===== src/rtl/eccp_pkg.sv =====
// Shared constants and types for the SECDED read decoder.
// Assumes a 64-bit data word with a 7-bit Hamming syndrome and one overall parity bit.
package eccp_pkg;

    localparam int DW   = 64;
    localparam int SW   = 7;
    localparam int CW   = SW + 1;
    localparam int NPOS = DW + SW;

    typedef enum logic [1:0] {
        ECC_CLEAN  = 2'd0,
        ECC_CORR   = 2'd1,
        ECC_UNCORR = 2'd2
    } ecc_class_t;

    // Codeword position (3..71) of data bit d: the d-th non-power-of-two.
    function automatic int data_pos(input int d);
        int r;
        int cnt;
        r   = 0;
        cnt = 0;
        for (int p = 1; p < 128; p++) begin
            if ((p & (p - 1)) != 0) begin
                if (cnt == d) r = p;
                cnt++;
            end
        end
        return r;
    endfunction

endpackage


===== src/rtl/ecc_src_sel.sv =====
// Chooses the word fed to the decoder: the injected word when check mode is on
// and the read address matches the tagged address, else the array word.
// Assumes all inputs are stable in the cycle rd_valid is high.
module ecc_src_sel #(
    parameter int ADDR_W = 29,
    parameter int DATA_W = eccp_pkg::DW,
    parameter int CHK_W  = eccp_pkg::CW
) (
    input  logic              check_en,
    input  logic [ADDR_W-1:0] rd_addr,
    input  logic [ADDR_W-1:0] tag_addr,
    input  logic [DATA_W-1:0] arr_data,
    input  logic [CHK_W-1:0]  arr_chk,
    input  logic [DATA_W-1:0] inj_data,
    input  logic [CHK_W-1:0]  inj_chk,
    output logic [DATA_W-1:0] sel_data,
    output logic [CHK_W-1:0]  sel_chk
);

    logic use_inj;

    // Pick the source for this read.
    always_comb begin
        use_inj  = check_en && (rd_addr == tag_addr);
        sel_data = use_inj ? inj_data : arr_data;
        sel_chk  = use_inj ? inj_chk  : arr_chk;
    end

endmodule


===== src/rtl/ecc_syndrome.sv =====
// Recomputes the Hamming check bits over the data, XORs them with the stored
// ones to form the syndrome, and computes the overall parity of the codeword.
// Assumes the position layout of eccp_pkg::data_pos.
module ecc_syndrome #(
    parameter int DATA_W = eccp_pkg::DW,
    parameter int SYN_W  = eccp_pkg::SW,
    localparam int CHK_W = SYN_W + 1
) (
    input  logic [DATA_W-1:0] data,
    input  logic [CHK_W-1:0]  chk,
    output logic [SYN_W-1:0]  syn,
    output logic              par
);

    // Data bits that feed syndrome bit i.
    function automatic logic [DATA_W-1:0] cover_mask(input int i);
        logic [DATA_W-1:0] m;
        m = '0;
        for (int d = 0; d < DATA_W; d++) begin
            if (((eccp_pkg::data_pos(d) >> i) & 1) != 0) m[d] = 1'b1;
        end
        return m;
    endfunction

    for (genvar i = 0; i < SYN_W; i++) begin : g_syn
        localparam logic [DATA_W-1:0] MASK = cover_mask(i);
        // One syndrome bit: stored check bit against recomputed parity.
        always_comb syn[i] = chk[i] ^ (^(data & MASK));
    end

    // Overall parity over all stored bits.
    always_comb par = (^data) ^ (^chk);

endmodule


===== src/rtl/ecc_fix.sv =====
// Classifies a decoded word from syndrome and parity and flips the data bit
// a single error points at. Double or out-of-range errors leave data raw.
module ecc_fix #(
    parameter int DATA_W = eccp_pkg::DW,
    parameter int SYN_W  = eccp_pkg::SW,
    localparam int NPOS  = DATA_W + SYN_W
) (
    input  logic [DATA_W-1:0]     data,
    input  logic [SYN_W-1:0]      syn,
    input  logic                  par,
    output logic [DATA_W-1:0]     fixed,
    output eccp_pkg::ecc_class_t  cls
);

    logic single;
    logic in_range;

    // Single-error indication and syndrome range test.
    always_comb begin
        in_range = (int'(syn) <= NPOS);
        single   = par && in_range;
    end

    for (genvar d = 0; d < DATA_W; d++) begin : g_fix
        localparam logic [SYN_W-1:0] POS = SYN_W'(eccp_pkg::data_pos(d));
        // Flip this bit when a single error points at its position.
        always_comb fixed[d] = data[d] ^ (single && (syn == POS));
    end

    // Error class of the read.
    always_comb begin
        if (!par && (syn == '0))  cls = eccp_pkg::ECC_CLEAN;
        else if (single)          cls = eccp_pkg::ECC_CORR;
        else                      cls = eccp_pkg::ECC_UNCORR;
    end

endmodule


===== src/rtl/ecc_chk_path.sv =====
// SECDED read decoder with test injection. One register stage: results,
// sticky flags and the address register update on the clock after rd_valid.
// Assumes at most one read per cycle and that software drives tag_wr and the
// clear strobes as single-cycle pulses.
module ecc_chk_path #(
    parameter int ADDR_W = 29,
    parameter int DATA_W = eccp_pkg::DW,
    parameter int SYN_W  = eccp_pkg::SW,
    localparam int CHK_W = SYN_W + 1
) (
    input  logic              clk,
    input  logic              rst_n,
    input  logic              check_en,
    input  logic [DATA_W-1:0] inj_data,
    input  logic [CHK_W-1:0]  inj_chk,
    input  logic              tag_wr,
    input  logic [ADDR_W-1:0] tag_wdata,
    input  logic              clr_ce,
    input  logic              clr_ue,
    input  logic              rd_valid,
    input  logic [ADDR_W-1:0] rd_addr,
    input  logic [DATA_W-1:0] arr_data,
    input  logic [CHK_W-1:0]  arr_chk,
    output logic              out_valid,
    output logic [DATA_W-1:0] out_data,
    output logic              out_ce,
    output logic              out_ue,
    output logic              sts_ce,
    output logic              sts_ue,
    output logic [ADDR_W-1:0] err_addr
);

    logic [DATA_W-1:0]    sel_data;
    logic [CHK_W-1:0]     sel_chk;
    logic [SYN_W-1:0]     syn;
    logic                 par;
    logic [DATA_W-1:0]    fixed;
    eccp_pkg::ecc_class_t cls;
    logic                 hit_ce;
    logic                 hit_ue;

    ecc_src_sel #(.ADDR_W(ADDR_W), .DATA_W(DATA_W), .CHK_W(CHK_W)) u_sel (
        .check_en (check_en),
        .rd_addr  (rd_addr),
        .tag_addr (err_addr),
        .arr_data (arr_data),
        .arr_chk  (arr_chk),
        .inj_data (inj_data),
        .inj_chk  (inj_chk),
        .sel_data (sel_data),
        .sel_chk  (sel_chk)
    );

    ecc_syndrome #(.DATA_W(DATA_W), .SYN_W(SYN_W)) u_syn (
        .data (sel_data),
        .chk  (sel_chk),
        .syn  (syn),
        .par  (par)
    );

    ecc_fix #(.DATA_W(DATA_W), .SYN_W(SYN_W)) u_fix (
        .data  (sel_data),
        .syn   (syn),
        .par   (par),
        .fixed (fixed),
        .cls   (cls)
    );

    // Qualify the error class with the read strobe.
    always_comb begin
        hit_ce = rd_valid && (cls == eccp_pkg::ECC_CORR);
        hit_ue = rd_valid && (cls == eccp_pkg::ECC_UNCORR);
    end

    // Register the decoded result of each read.
    always_ff @(posedge clk) begin
        if (!rst_n) begin
            out_valid <= 1'b0;
            out_data  <= '0;
            out_ce    <= 1'b0;
            out_ue    <= 1'b0;
        end else begin
            out_valid <= rd_valid;
            out_ce    <= hit_ce;
            out_ue    <= hit_ue;
            if (rd_valid) out_data <= fixed;
        end
    end

    // Sticky flags: a new event wins over a write-1 clear.
    always_ff @(posedge clk) begin
        if (!rst_n) begin
            sts_ce <= 1'b0;
            sts_ue <= 1'b0;
        end else begin
            sts_ce <= (sts_ce && !clr_ce) || hit_ce;
            sts_ue <= (sts_ue && !clr_ue) || hit_ue;
        end
    end

    // Address register: software write first, error capture outside check mode.
    always_ff @(posedge clk) begin
        if (!rst_n) begin
            err_addr <= '0;
        end else if (tag_wr) begin
            err_addr <= tag_wdata;
        end else if (!check_en && (hit_ce || hit_ue)) begin
            err_addr <= rd_addr;
        end
    end

endmodule


===== config.mk =====
export PLATFORM = sky130hd
export DESIGN_NAME = ecc_chk_path
export DESIGN_NICKNAME = d
export VERILOG_FILES = /design/src/rtl/eccp_pkg.sv /design/src/rtl/ecc_src_sel.sv /design/src/rtl/ecc_syndrome.sv /design/src/rtl/ecc_fix.sv /design/src/rtl/ecc_chk_path.sv
export SDC_FILE = /design/constraint.sdc
export NUM_CORES = 1
export LEC_CHECK = 0
export BUFFER_PORTS_ARGS = -buffer_cell sky130_fd_sc_hd__buf_2
export CAP_MARGIN = 20
export CELL_PAD_IN_SITES_DETAIL_PLACEMENT = 0
export CELL_PAD_IN_SITES_GLOBAL_PLACEMENT = 1
export CORE_MARGIN = 8
export CORE_UTILIZATION = 34
export DETAILED_ROUTE_END_ITERATION = 10
export GPL_ROUTABILITY_DRIVEN = 1
export PLACE_DENSITY = 0.84
export SYNTH_ARGS = -nofsm -noshare
export SYNTH_HDL_FRONTEND = slang
export SYNTH_SLANG_ARGS = --single-unit

===== constraint.sdc =====
create_clock -name clk -period 3.3 [get_ports clk]
set_clock_uncertainty 0.15 [all_clocks]
set_input_delay 0 -clock clk [delete_from_list [all_inputs] [get_ports clk]]
set_output_delay 0 -clock clk [all_outputs]
set_load 0.01 [all_outputs]

==> impl_metrics.tcl <==
set metrics [dict create \
    dr.pass1.iters 5 \
    hp-class "input pin to flip-flop" \
    die_x_um 179 \
    regArea_um2 1970 \
    fin_crit_ns 3.32 \
    grt_antenna_before_repair 0 \
    pwr_density_cell_nw_per_um2 678 \
    start_util 0.346 \
    layout_common_cells "305 x buf_2, 164 x xnor2_1, 128 x buf_4, 88 x dfxtp_1, 75 x nand2b_1" \
    gp_congestion 0.929 \
    ir_worst_vdd_v 0.000739 \
    detail-route-antenna-nets 0 \
    htree_levels 3 \
    rrSetupSlack_ns -0.02 \
    dpl.hpwl_um 31400 \
    fin_ws_ns -0.0188 \
    r2r_cells 13 \
    grt_pass1_wl_um 57900 \
    fillCellCount 2436 \
    status "finished, violations left" \
    whs_path_depth 4 \
    first_global_vias 9511 \
    cp.arrival_ns 3.40 \
    port_buffers 306 \
    grt_max_degree 93 \
    syn_avg_cell_area_um2 8.99 \
    wire_per_inst_um 22.4 \
    cts_root_buffer "clkbuf_16" \
    io_pins 307 \
    num_vias 9568 \
    clk_latency_ns 0.37 \
    place_area_um2 11800 \
    synthArstFlopShare 0 \
    die_h_um 179 \
    synth_edf_count 0 \
    max_slew.worst_pin.slew_ns 0.948 \
    setup_viol 1 \
    drt_iter0_markers 717 \
    cts_buffers 9 \
    ys_seq_area_frac 0.218 \
    grt-ovfl-total 0 \
    fmax_mhz 301 \
    nNetsFinal 1685 \
    rsz0062_at_grt "yes" \
    fin_tns_setup_ns -0.0188 \
    required_ns 3.38 \
    ys_seq_elements 98 \
    syn2layout_area_growth_pct 48.9 \
    syn_area_um2 8990 \
    final_common_cell "buf_2" \
    core_um2 26000 \
    fin_crit_sh 1.01 \
    hold_viol_final 0 \
    vias_per_cell 5.27 \
    clk_pin_slew_worst_paths_ns 0.09 \
    routed_wl_um 40700 \
    max-slew-margin-rel 0.368 \
    maxCapViolations 0 \
    num_rows 59 \
    startpoint_type "flip-flop" \
    cts.path.max_buffers 2 \
    cp_max_fo 15 \
    drv_slew 0 \
    critPathCaptureType "flip-flop" \
    drc 0 \
    clkSinkCount 98 \
    hold_ws_ns 0.0126 \
    cts_tree "yes" \
    synth_cell_type_count 51 \
    syn_inst 1000 \
    cellLeakagePower_nw 6.14 \
    syn_nets 1209 \
    multi_input_area_um2 7200 \
    drive_above_1_share 0.381 \
    criticalPathCategory "flip-flop to flip-flop" \
    die_area_um2 31900 \
    dp_worst_setup_slack_ns -0.287 \
    yosysWarnings 0 \
    ys.flop_type "dfxtp_1" \
    grtUsageTotal 0.239 \
    violations "negative setup slack" \
    stdcell_area_um2 13400 \
]
==> power by group <==
group	leakage (nW)	switching (mW)	total [mW]	internal, mW
Sequential	0.814	0.0763	1.37	1.29
Combinational	5.18	3.38	6.59	3.21
Clock	0.146	0.578	1.11	0.536
==> critical path: stages (launching register included) <==
cell and delay (ns):
dfxtp_1 0.42, xnor2_2 0.15, nand4_1 0.17, nor4_4 0.32, buf_4 0.16, and2_4 0.18, mux2i_1 0.34, and2b_2 0.30
nand2_2 0.12, nor4_4 0.06, buf_6 0.14, buf_12 0.15, o311ai_0 0.47, a21oi_2 0.05
==> area by class of cell <==
| type | count | share of cell area |
|---|---|---|
| multi-input combinational | 844 | 0.538 |
| antenna | 1 | 0.000187 |
| timing repair buffer | 520 | 0.260 |
| clock buffer | 9 | 0.0168 |
| sequential | 98 | 0.147 |
| clock inverter | 7 | 0.00570 |
| tap | 335 | 0.0313 |
| inverter | 3 | 0.000841 |
==> sequential cells by signal, indices dropped and copies added (netlist names) <==
| register | flops |
|---|---|
| sts_ue | 1 |
| err_addr | 29 |
| out_data | 64 |
| out_ce | 1 |
| sts_ce | 1 |
| out_ue | 1 |
| out_valid | 1 |
==> repair_timing <==
item                                    in CTS  in global routing
hold endpoints to repair                    39                  0
gates resized for setup                     20                 84
hold buffers                                72                  0
cloned                                       0                  4
pin swaps                                    4                 11
endpoints found under the setup margin      85                 83
buffers inserted                             2                  3
==> worst paths after layout <==
path | to | startpoint
worst min register to register | out_data[40] | out_data[40]
worst max register to register | err_addr[10] | err_addr[14]
worst min-delay path | out_data[59] | inj_data[59]
worst max-delay path | err_addr[10] | err_addr[14]
==> routing by layer <==
layer,up-vias,track usage,part of all wire
met2,505,0.408,0.49
met5,-,0,0
met3,68,0.0569,0.092
li1,4468,-,-
met1,4527,0.291,0.39
met4,0,0.0792,0.028
==> per-stage QoR <==
stage / instances / utilization / power, mW
floorplan: 1000 / - / 4.65
detailed placement: 1719 / 0.454 / 7.50
finish: 1817 / 0.515 / 9.08
global route: 1816 / 0.515 / 9.50
CTS: 1809 / 0.499 / 8.74
global placement: 1719 / 0.454 / 7.43
==> cells in the mapped netlist, types with 4 or more instances <==
cell type	instances	area share
a21oi_1	33	0.018
nor2_1	51	0.021
mux2i_1	69	0.077
buf_1	7	0.0029
o31ai_1	4	0.0033
xnor2_1	188	0.18
nor4_1	5	0.0035
and2_1	4	0.0028
o311ai_1	5	0.0049
xor2_1	49	0.048
or3_1	41	0.029
dfxtp_1	98	0.22
nand3_1	55	0.031
clkbuf_1	41	0.017
a21boi_1	17	0.014
xnor3_1	44	0.11
o21ai_0	62	0.035
nor3_1	10	0.0056
a21boi_0	29	0.024
nand2_1	23	0.0096
nand3b_1	4	0.0033
o311ai_0	24	0.023
nand2b_1	76	0.053
nand4_1	16	0.011
==> kinds of logic (layout without fill, tap and decap cells) <==
group,count (synthesis),count (layout),synth area share
muxes,71,71,0.0793
buffers and inverters,58,539,0.0274
other,0,1,0
DFF,98,98,0.218
AOI/OAI and AO/OA,183,183,0.132
and+or+nand+nor,302,302,0.185
xor gates and xnor gates,288,288,0.358
No activity file was read; power rests on OpenSTA's default activity.
